==> src/rtl/arst_pkg.sv <==
package arst_pkg;
  typedef enum logic [2:0] {
    S_IDLE,
    S_LONG,
    S_DRIVE,
    S_HOLD,
    S_SYNC,
    S_REL
  } seq_state_e;

  localparam int NSRC     = 6;
  localparam int FLG_POR  = 0;
  localparam int FLG_LVI  = 1;
  localparam int FLG_WDOG = 2;
  localparam int FLG_OPC  = 3;
  localparam int FLG_ADR  = 4;
  localparam int FLG_PIN  = 5;
endpackage

==> src/rtl/arst_sync2.sv <==
module arst_sync2 #(
  parameter int          W    = 1,
  parameter logic [W-1:0] INIT = '0
) (
  input  logic         clk,
  input  logic         arst,
  input  logic [W-1:0] d,
  output logic [W-1:0] q
);
  logic [W-1:0] s1;

  always_ff @(posedge clk or posedge arst) begin
    if (arst) begin
      s1 <= INIT;
      q  <= INIT;
    end else begin
      s1 <= d;
      q  <= s1;
    end
  end
endmodule

==> src/rtl/arst_seq.sv <==
module arst_seq
  import arst_pkg::*;
#(
  parameter int LONG_CYC = 4096,
  parameter int PIN_CYC  = 32,
  parameter int INT_CYC  = 32,
  parameter int SYNC_CYC = 3
) (
  input  logic clk,
  input  logic por,
  input  logic long_req,
  input  logic short_req,
  output logic int_rst,
  output logic drive_low,
  output logic vec_start
);
  localparam int CNT_W = $clog2(LONG_CYC + 1);

  seq_state_e       state;
  logic [CNT_W-1:0] cnt;
  logic [CNT_W-1:0] lim;
  logic             at_end;

  always_comb begin
    case (state)
      S_LONG:  lim = CNT_W'(LONG_CYC - 1);
      S_DRIVE: lim = CNT_W'(PIN_CYC - 1);
      S_HOLD:  lim = CNT_W'(INT_CYC - 1);
      S_SYNC:  lim = CNT_W'(SYNC_CYC - 1);
      default: lim = '0;
    endcase
    at_end = (cnt == lim);
  end

  always_ff @(posedge clk or posedge por) begin
    if (por) begin
      state <= S_LONG;
      cnt   <= '0;
    end else begin
      case (state)
        S_IDLE: begin
          cnt <= '0;
          if (long_req)       state <= S_LONG;
          else if (short_req) state <= S_DRIVE;
        end
        S_LONG, S_DRIVE, S_HOLD, S_SYNC: begin
          if (at_end) begin
            cnt <= '0;
            case (state)
              S_LONG:  state <= S_DRIVE;
              S_DRIVE: state <= S_HOLD;
              S_HOLD:  state <= S_SYNC;
              default: state <= S_REL;
            endcase
          end else begin
            cnt <= cnt + 1'b1;
          end
        end
        default: begin
          cnt   <= '0;
          state <= S_IDLE;
        end
      endcase
    end
  end

  assign int_rst   = (state == S_LONG) || (state == S_DRIVE) ||
                     (state == S_HOLD) || (state == S_SYNC);
  assign drive_low = (state == S_LONG) || (state == S_DRIVE);
  assign vec_start = (state == S_REL);

  assert_drive_in_rst_R6: assert property (@(posedge clk) disable iff (por)
    drive_low |-> int_rst);
  assert_drive_end_held_R6: assert property (@(posedge clk) disable iff (por)
    $fell(drive_low) |-> int_rst);
  assert_vec_single_R5: assert property (@(posedge clk) disable iff (por)
    vec_start |=> !vec_start);
  assert_vec_after_rst_R5: assert property (@(posedge clk) disable iff (por)
    vec_start |-> $past(int_rst));
  assert_drive_cnt_range_R2: assert property (@(posedge clk) disable iff (por)
    (state == S_DRIVE) |-> (cnt < CNT_W'(PIN_CYC)));
endmodule

==> src/rtl/arst_srclog.sv <==
module arst_srclog
  import arst_pkg::*;
(
  input  logic            clk,
  input  logic            por,
  input  logic [NSRC-1:0] set_vec,
  input  logic            clr_wr,
  input  logic [NSRC-1:0] clr_mask,
  output logic [NSRC-1:0] flags
);
  for (genvar i = 0; i < NSRC; i++) begin : g_flag
    localparam logic RST_V = (i == FLG_POR);
    always_ff @(posedge clk or posedge por) begin
      if (por) flags[i] <= RST_V;
      else     flags[i] <= set_vec[i] | (flags[i] & ~(clr_wr & clr_mask[i]));
    end
  end

  assert_set_beats_clear_R9: assert property (@(posedge clk) disable iff (por)
    (clr_wr && ((set_vec & clr_mask) != '0)) |=>
      ((flags & $past(set_vec)) == $past(set_vec)));
endmodule

==> src/rtl/arst_ctrl.sv <==
module arst_ctrl
  import arst_pkg::*;
#(
  parameter int LONG_CYC = 4096,
  parameter int PIN_CYC  = 32,
  parameter int INT_CYC  = 32,
  parameter int SYNC_CYC = 3
) (
  input  logic       clk,
  input  logic       por_req,
  input  logic       lvi_req,
  input  logic       wdog_req_async,
  input  logic       bad_op_req,
  input  logic       bad_addr_req,
  input  logic       pin_in,
  input  logic       clr_wr,
  input  logic [5:0] clr_mask,
  output logic       pin_drive_low,
  output logic       pin_level,
  output logic       int_rst,
  output logic       vec_start,
  output logic [5:0] src_flags
);
  logic [1:0]      sync_q;
  logic            wdog_s;
  logic [1:0]      drv_hist;
  logic            own_low;
  logic            ext_low;
  logic            short_req;
  logic [NSRC-1:0] set_vec;

  arst_sync2 #(.W(2), .INIT(2'b10)) u_sync (
    .clk  (clk),
    .arst (por_req),
    .d    ({pin_in, wdog_req_async}),
    .q    (sync_q)
  );
  assign wdog_s    = sync_q[0];
  assign pin_level = sync_q[1];

  // Own drive echoes through the synchronizer for two edges after release.
  always_ff @(posedge clk or posedge por_req) begin
    if (por_req) drv_hist <= 2'b11;
    else         drv_hist <= {drv_hist[0], pin_drive_low};
  end
  assign own_low = pin_drive_low | (|drv_hist);
  assign ext_low = !pin_level && !own_low;

  assign short_req = wdog_s | bad_op_req | bad_addr_req | ext_low;

  always_comb begin
    set_vec           = '0;
    set_vec[FLG_LVI]  = lvi_req;
    set_vec[FLG_WDOG] = wdog_s;
    set_vec[FLG_OPC]  = bad_op_req;
    set_vec[FLG_ADR]  = bad_addr_req;
    set_vec[FLG_PIN]  = ext_low;
  end

  arst_seq #(
    .LONG_CYC (LONG_CYC),
    .PIN_CYC  (PIN_CYC),
    .INT_CYC  (INT_CYC),
    .SYNC_CYC (SYNC_CYC)
  ) u_seq (
    .clk       (clk),
    .por       (por_req),
    .long_req  (lvi_req),
    .short_req (short_req),
    .int_rst   (int_rst),
    .drive_low (pin_drive_low),
    .vec_start (vec_start)
  );

  arst_srclog u_log (
    .clk      (clk),
    .por      (por_req),
    .set_vec  (set_vec),
    .clr_wr   (clr_wr),
    .clr_mask (clr_mask),
    .flags    (src_flags)
  );

  assert_no_self_pin_flag_R10: assert property (@(posedge clk) disable iff (por_req)
    pin_drive_low |=> (src_flags[FLG_PIN] == $past(src_flags[FLG_PIN]) ||
                       $past(clr_wr && clr_mask[FLG_PIN])));
endmodule

==> config.mk <==
export PLATFORM = sky130hd
export DESIGN_NAME = arst_ctrl
export DESIGN_NICKNAME = d
export VERILOG_FILES = /design/src/rtl/arst_pkg.sv /design/src/rtl/arst_sync2.sv /design/src/rtl/arst_seq.sv /design/src/rtl/arst_srclog.sv /design/src/rtl/arst_ctrl.sv
export SDC_FILE = /design/constraint.sdc
export NUM_CORES = 1
export LEC_CHECK = 0
export CORE_ASPECT_RATIO = 1.4
export CORE_MARGIN = 8
export CORE_UTILIZATION = 60
export CTS_BUF_LIST = sky130_fd_sc_hd__clkbuf_4 sky130_fd_sc_hd__clkbuf_8 sky130_fd_sc_hd__clkbuf_16
export DETAILED_ROUTE_END_ITERATION = 16
export DONT_BUFFER_PORTS = 1
export PLACE_DENSITY_LB_ADDON = 0.05
export RECOVER_POWER = 50
export REMOVE_ABC_BUFFERS = 1
export SETUP_SLACK_MARGIN = 0.5
export SYNTH_ARGS = -nofsm -noshare
export SYNTH_HDL_FRONTEND = slang
export SYNTH_HIERARCHICAL = 1
export SYNTH_SLANG_ARGS = --single-unit
==> constraint.sdc <==
create_clock -name clk -period 2.7 [get_ports clk]
set_input_delay 0.54 -clock clk [delete_from_list [all_inputs] [get_ports clk]]
set_output_delay 0.54 -clock clk [all_outputs]
set_load 0.005 [all_outputs]
==> results of run 1 <==
[through the flow]
step | setup WS, ns | area [um^2]
finish | 0.617 | 1380
global route | 0.513 | 1380
CTS | 0.532 | 1370
detailed placement | 0.459 | 1300
global placement | 0.552 | 1300
floorplan | 0.686 | 1270
[how the worst min path moves through the flow]
stage,start,to
finish,por_req,drv_hist[1]
global route,por_req,drv_hist[1]
CTS,por_req,drv_hist[1]
detailed placement,por_req,u_sync/q[0]
global placement,por_req,u_sync/q[0]
floorplan,por_req,u_sync/q[0]
[cell type report]
| class | instances | area [um^2] |
|---|---|---|
| Clock buffer | 3 | 22.5 |
| Clock inverter | 1 | 30.0 |
| Fill cell | 176 | 719 |
| Inverter | 7 | 26.3 |
| Multi-Input combinational cell | 82 | 543 |
| Sequential cell | 28 | 708 |
| Tap cell | 22 | 27.5 |
| Timing Repair Buffer | 3 | 25.0 |
[state kept, by name, indices dropped and copies added (netlist names)]
| signal | flops |
|---|---|
| u_log/flags | 6 |
| drv_hist | 2 |
| u_seq/cnt | 13 |
| u_sync/q | 2 |
| u_sync/s1 | 2 |
| u_seq/state | 3 |
[power groups by stage]
stage                     logic [uW]  clock network (uW)  registers (uW)
after global placement           266                   0             637
after floorplan                  227                   0             614
after global routing             333                 286             644
final                            292                 265             630
after detailed placement         269                   0             641
after CTS                        275                 280             633
[layer usage]
layer,up-vias,GRT usage,part of all wire
li1,413,-,-
met4,0,0.0577,0.015
met1,391,0.109,0.36
met3,4,0.0519,0.096
met5,-,0,0
met2,24,0.213,0.53
[kinds of logic after synthesis]
family / Yosys count / share of synthesized area
and+or+nand+nor: 54 / 0.219
DFF: 28 / 0.547
xor gates and xnor gates: 13 / 0.0880
AOI/OAI and AO/OA: 12 / 0.0870
buffers and inverters: 11 / 0.0387
adders and majority gates: 1 / 0.00967
other: 1 / 0.00290
muxes: 1 / 0.00774
[placed cells by master, fill, tap and decap left out, drive strengths merged, types with 2 or more instances in the layout]
master,count
nand4,3
dfstp,6
inv,7
clkbuf,3
xnor2,11
nor3b,2
nand2,8
xor2,2
buf,2
nand3,7
dfrtp,22
nor2,20
nor3,3
a21o,6
a221oi,2
nor4,3
[what timing repair did]
action,4_1_cts,5_1_grt
resized for setup,0,3
hold buffers,1,0
endpoints found under the hold margin,7,0
gates cloned,0,0
pin swaps,2,1
setup buffers,1,1
endpoints found under the setup margin,14,15
==> impl_metrics.yaml, run 1 <==
run_status:
  status: "finished clean"
grt:
  grt_pass1_vias: 875
  grt_pass1_wl_um: 3860
  gr-usage-all-layers: 0.118
  antenna_found_initial: 0
  grt_max_degree: 17
  overflow: 0
finish:
  area_growth_pct: 6.87
  final_cells: 146
  finish.utilization: 0.658
  num-nets-final: 140
  n_antenna_cell: 0
  layout-drive-gt1-share: 0.129
critical_path:
  cp_num_cells: 6
  crit_family: "simple AND/OR/NAND/NOR gates"
  worstSetupStartpointType: "register"
  cp-end-kind: "register"
  rr_worst_depth: 6
  crit_path_start: "u_seq/state[0]"
  r2r_slack_ns: 0.62
  path_class: "reg -> reg"
  r2r-end: "u_seq/state[0]"
  crit_path_end: "u_seq/state[0]"
  r2r-start: "u_seq/state[0]"
  cp_max_fo: 7
  worst_path_max_delay_cell: "dfstp_2"
  worstPathRequired_ns: 2.96
  worstPathArrival_ns: 2.34
  crit_chain: "nor2b_4 > or4b_4 > a221oi_4 > buf_4 > mux2i_1 > nand3_1"
  path_buf_inv: 1
  slowest_delay_ns: 0.62
power:
  clkPwrFrac: 0.223
  internal_power_uw: 812
  power_uw: 1190
  power_density_nw_per_um2: 858
  seqPwrFrac: 0.531
  switchingPower_uw: 375
  p_leak_uw: 0.000604
  ir_drop_uv: 444
  pwr-share-comb: 0.246
  p_sw_frac: 0.316
clock_network:
  clk_latency_ns: 0.32
  cts_sinks: 28
  cts-htree-levels: 1
  numCtsBuffers: 3
  cts_tree: "built"
  cts_root_buffer: "clkbuf_4"
  cts_max_path_buffers: 2
  path_clk_slew_ns: 0.14
sta:
  setup_viol: 0
  worst_slew_pin_slew_ns: 0.604
  hold_viol: 0
  final.min_clock_period_ns: 2.08
  rsz0062_at_grt: "no"
  period_share: 0.772
  finalMaxSlewViolations: 0
  fmax_ghz: 0.480
  fin_setup_tns_ns: 0
  whs_ns: 0.101
  slew_headroom: 0.597
  fin_skew_ns: 0.00340
route:
  wl_um: 2330
  drt_iter0_markers: 20
  num_vias: 832
  drcViolationCount: 0
  avgRoutedWirePerCell_um: 16.0
  drt_first_pass_iters: 4
  drtAntennaViolNets: 0
  vias_per_cell: 5.70
logic_synthesis:
  netlist_instances: 121
  synth.top_cells.by_area: "dfrtp_1 (43%), dfstp_2 (12%), xnor2_1 (7.4%)"
  synth-edff-count: 0
  yosysMostFrequentCell: "dfrtp_1"
  synth_cell_types: 35
  synthFlopType: "dfrtp_1"
  synth_common_cells: "dfrtp_1 (22), nor2_1 (20), xnor2_1 (11)"
  ys_ff_latch: 28
  synth_area_um2: 1290
  ys_warn_count: 6
  synth_area_per_cell_um2: 10.7
  yosysSeqAreaShare: 0.547
  synthArstFlopShare: 1.00
  synth_top_cell_by_area: "dfrtp_1"
  synth_top_area_frac: 0.426
placement:
  hpwl_um: 1750
  post-place-cells: 139
  numPortBuffers: 0
  routabilityCongestion: 0.783
floorplan:
  io_pins: 24
  die_h_um: 70.9
  num_rows: 20
  die_width_um: 55.2
  die_area_um2: 3920
  start_util: 0.615
  fp.coreArea_um2: 2100
job:
  cap_viol_max_count: 0
worst_hold_path:
  min_path_type: "in -> async"
Note: power is estimated with default switching activity, not from simulation.
==> run 2: changes to the inputs <==
- clock period: 2.7 -> 2.2 ns (I/O delays scaled with it)
==> run 2 against run 1 <==
Net effect: fmax up 3.7%; design area up 7.7%; power up 29%; highest routed layer unchanged.
==> impl_metrics.yaml, run 2 (synthesis gave the netlist of run 1 again) <==
sta:
  period_share: 0.913
  slew_headroom: 0.576
  setup_viol: 0
  fin_setup_tns_ns: 0
  final.min_clock_period_ns: 2.01
  hold_viol: 0
  fmax_ghz: 0.498
  finalMaxSlewViolations: 0
  rsz0062_at_grt: "yes"
  fin_skew_ns: 0.0131
  worst_slew_pin_slew_ns: 0.635
route:
  drcViolationCount: 0
  num_vias: 907
  wl_um: 2740
  avgRoutedWirePerCell_um: 17.6
  drt_iter0_markers: 20
  drtAntennaViolNets: 0
  drt_first_pass_iters: 5
  vias_per_cell: 5.81
placement:
  post-place-cells: 143
  numPortBuffers: 0
  routabilityCongestion: 0.776
  hpwl_um: 1930
finish:
  largest_reg_flops: 13
  area_growth_pct: 15.1
  num-nets-final: 150
  final_cell_mix: "dfrtp_1 (20), nor2_1 (19), buf_4 (10), xnor2_1 (10), nand2_1 (8)"
  final_cells: 156
  mostFrequentLayoutCell: "dfrtp_1"
  largest-register: "u_seq/cnt"
  n_antenna_cell: 0
  biggestRegsByFlops: "u_seq/cnt (13), u_log/flags (6), u_seq/state (3)"
  layout-drive-gt1-share: 0.269
critical_path:
  worstSetupStartpointType: "register"
  worst_path_max_delay_cell: "dfstp_2"
  worstPathArrival_ns: 2.27
  cp_max_fo: 4
  slowest_delay_ns: 0.58
  crit_family: "simple AND/OR/NAND/NOR gates"
  path_buf_inv: 1
  worstPathRequired_ns: 2.47
  crit_chain: "nor2b_4 > or4b_4 > a221oi_4 > buf_6 > mux2i_1 > nand3_1"
  cp-end-kind: "register"
  path_class: "reg -> reg"
grt:
  grt_max_degree: 17
  grt_pass1_wl_um: 4500
  overflow: 0
  gr-usage-all-layers: 0.137
  antenna_found_initial: 0
  grt_pass1_vias: 986
clock_network:
  numCtsBuffers: 3
  path_clk_slew_ns: 0.15
  cts_tree: "built"
  cts-htree-levels: 1
  cts_sinks: 28
  cts_max_path_buffers: 2
  clk_latency_ns: 0.33
  cts_root_buffer: "clkbuf_4"
power:
  ir_drop_uv: 579
  power_density_nw_per_um2: 1030
  p_leak_uw: 0.000660
floorplan:
  num_rows: 20
  start_util: 0.615
  fp.coreArea_um2: 2100
  die_area_um2: 3920
  die_h_um: 70.9
  die_width_um: 55.2
  io_pins: 24
worst_hold_path:
  min_path_type: "in -> async"
job:
  cap_viol_max_count: 0
run_status:
  status: "finished clean"
==> run 2: cell types whose count changed in the layout (fill, tap and decap cells not counted), sizes merged <==
cell / before / now
clkbuf: 3 / 4
bufinv: 1 / 0
buf: 2 / 12
==> run 2: power breakdown <==
part | total (uW) | internal [uW] | switching, uW
logic | 516 | 271 | 245
registers | 774 | 643 | 131
clock network | 245 | 101 | 144
total | 1540 | 1020 | 520
==> run 2: layer usage <==
layer  up-vias  GRT usage  wire length [um]
li1        434          -                 -
met1       437      0.136               954
met2        32      0.246              1530
met3         4     0.0483               216
met4         0     0.0659                34
met5         -          0                 0
==> run 2: final timing paths <==
| kind | cells after the start | startpoint | slack (ns) | end |
|---|---|---|---|---|
| max in group asynchronous | 2 | por_req | 1.47 | u_log/flags[0] |
| min in group clk | 0 | pin_in | 0.10 | u_sync/s1[1] |
| min | 1 | por_req | 0.02 | drv_hist[1] |
| min reg2reg | 0 | u_sync/s1[1] | 0.37 | u_sync/q[1] |
| max reg2reg | 6 | u_seq/state[0] | 0.19 | u_seq/state[0] |
| max | 6 | u_seq/state[0] | 0.19 | u_seq/state[0] |
==> run 2: timing repair <==
action	4_1_cts	5_1_grt
hold buffers	1	0
buffers inserted	2	6
setup endpoints to repair	19	19
resized for setup	8	7
pin swaps	3	6
endpoints found under the hold margin	7	0
==> run 2: per-stage QoR <==
| step | setup WS, ns | instance area [um^2] | util | total power, uW | hold WS [ns] |
|---|---|---|---|---|---|
| after floorplan | 0.186 | 1270 | - | 1030 | 0.205 |
| after global placement | 0.172 | 1330 | 0.632 | 1140 | 0.213 |
| after detailed placement | 0.120 | 1330 | 0.632 | 1160 | 0.221 |
| after CTS | 0.183 | 1410 | 0.671 | 1460 | 0.00313 |
| after global routing | 0.117 | 1490 | 0.708 | 1640 | 0.0166 |
| final | 0.191 | 1490 | 0.708 | 1540 | 0.0243 |
==> run 2: area by class of cell <==
| type | count | area [um^2] |
|---|---|---|
| clock buffers | 4 | 36.3 |
| fillers | 159 | 613 |
| inverters | 7 | 26.3 |
| multi-input cells | 82 | 581 |
| flip-flops and latches | 28 | 711 |
| well taps | 22 | 27.5 |
| repair buffers | 13 | 108 |
==> run 3: changes to the inputs <==
- clock period: 2.2 -> 2 ns (I/O delays scaled with it)
==> run 3 against run 2 <==
Net effect: critical path depth stayed put; clock power grew 46%; design area hardly changed; wire length is 5.2% lower; largest cell class unchanged; via count increased by 1.1%; final cell count is the same; combinational power fell by 3%.
==> impl_metrics.yaml, run 3 (synthesis gave the netlist of run 1 again) <==
placement:
  hpwl_um: 2010
  routabilityCongestion: 0.734
  numPortBuffers: 0
  post-place-ws_ns: -0.0736
  placed_area_um2: 1370
grt:
  grt_pass1_vias: 1014
  grt_pass1_wl_um: 4550
  grt_max_degree: 17
  antenna_found_initial: 0
  gr-usage-all-layers: 0.137
  overflow: 0
sta:
  whs_ns: 0.0173
  fin_skew_ns: 0.00328
  fmax_ghz: 0.504
  period_share: 0.993
  setup_viol: 0
  slew_headroom: 0.596
  hold_viol: 0
  worst_slew_pin_slew_ns: 0.606
  finalMaxSlewViolations: 0
  setup_ws_ns: 0.0146
  final.min_clock_period_ns: 1.99
  rsz0062_at_grt: "yes"
route:
  drcViolationCount: 0
  num_vias: 917
  wl_um: 2600
  drt_first_pass_iters: 3
  drt_iter0_markers: 22
  drtAntennaViolNets: 0
  avgRoutedWirePerCell_um: 16.6
  vias_per_cell: 5.88
critical_path:
  slowest_delay_ns: 0.56
  worstSetupStartpointType: "register"
  worstPathRequired_ns: 2.26
  path_class: "reg -> reg"
  path_buf_inv: 1
  crit_family: "simple AND/OR/NAND/NOR gates"
  cp_max_fo: 4
  cp-end-kind: "register"
  crit_chain: "nor2b_4 > or4b_4 > a221oi_4 > buf_6 > mux2i_1 > nand3_1"
  r2r-start: "u_seq/state[0]"
  worstPathArrival_ns: 2.24
  worst_path_max_delay_cell: "dfstp_2"
  crit_path_start: "u_seq/state[0]"
finish:
  final_cell_mix: "dfrtp_1 (22), nor2_1 (19), buf_4 (10), xnor2_1 (10), nand2_1 (8)"
  design_area_um2: 1490
  num-nets-final: 150
  n_antenna_cell: 0
  layout-drive-gt1-share: 0.231
  mostFrequentLayoutCell: "dfrtp_1"
  largest_reg_flops: 13
  biggestRegsByFlops: "u_seq/cnt (13), u_log/flags (6), u_seq/state (3)"
  area_growth_pct: 15.0
  fillCellCount: 157
  multi_input_area_um2: 566
  largest-register: "u_seq/cnt"
  seq_area_um2: 708
clock_network:
  path_clk_slew_ns: 0.14
  cts_max_path_buffers: 2
  cts-htree-levels: 1
  cts_root_buffer: "clkbuf_4"
  numCtsBuffers: 3
  cts_tree: "built"
  cts_sinks: 28
  clk_latency_ns: 0.31
floorplan:
  io_pins: 24
  die_area_um2: 3920
  num_rows: 20
  die_width_um: 55.2
  fp.coreArea_um2: 2100
  start_util: 0.615
  die_h_um: 70.9
job:
  cap_viol_max_count: 0
worst_hold_path:
  min_path_type: "in -> async"
power:
  p_leak_uw: 0.000659
  ir_drop_uv: 732
  power_uw: 1700
  power_density_nw_per_um2: 1140
run_status:
  status: "finished clean"
-- run 3: timing repair --
action | CTS | global route
setup buffers | 3 | 0
hold buffers | 1 | 0
pin swaps | 4 | 4
gates resized for setup | 9 | 2
endpoints found under the hold margin | 9 | 0
setup endpoints to repair | 19 | 19
cloned | 0 | 0
-- run 3: metal layers --
layer | vias to the layer above | track usage | part of all wire
met5 | - | 0 | 0
li1 | 433 | - | -
met4 | 0 | 0.0495 | 0.0085
met1 | 462 | 0.133 | 0.37
met3 | 2 | 0.0429 | 0.062
met2 | 20 | 0.258 | 0.56
-- run 3: path summary, 6_finish.rpt --
path                                   to  slack [ns]  cells after the start
min reg2reg                   u_sync/q[1]        0.37                      0
max reg2reg                u_seq/state[0]        0.01                      6
max                        u_seq/state[0]        0.01                      6
min                        u_seq/state[1]        0.02                      1
max in group asynchronous  u_log/flags[0]        1.28                      2
min in group clk             u_sync/s1[1]        0.06                      0
-- run 3: through the flow --
step	cells	TNS (ns)	util
final	156	0	0.708
after global routing	156	-0.0987	0.708
after CTS	156	0	0.706
after detailed placement	148	-0.730	0.649
after global placement	148	0	0.649
after floorplan	117	-0.0386	-
-- run 3: report_power, final --
part | leakage (uW) | switching, uW | total, uW | internal, uW
Combinational | 0.000298 | 246 | 499 | 253
Sequential | 0.000333 | 141 | 846 | 706
Clock | 0.0000279 | 155 | 357 | 202
-- run 3: cell type report --
| cell class | count | share of cell area |
|---|---|---|
| Clock inverter | 1 | 0.0202 |
| Multi-Input combinational cell | 82 | 0.380 |
| Inverter | 7 | 0.0177 |
| Tap cell | 22 | 0.0185 |
| Clock buffer | 3 | 0.0151 |
| Sequential cell | 28 | 0.476 |
| Timing Repair Buffer | 13 | 0.0723 |
-- run 3: worst reg2reg max path, cell delays in order, from the launching register on --
cell and delay (ns):
dfstp_2 0.56, nor2b_4 0.14, or4b_4 0.48, a221oi_4 0.32
buf_6 0.16, mux2i_1 0.18, nand3_1 0.08
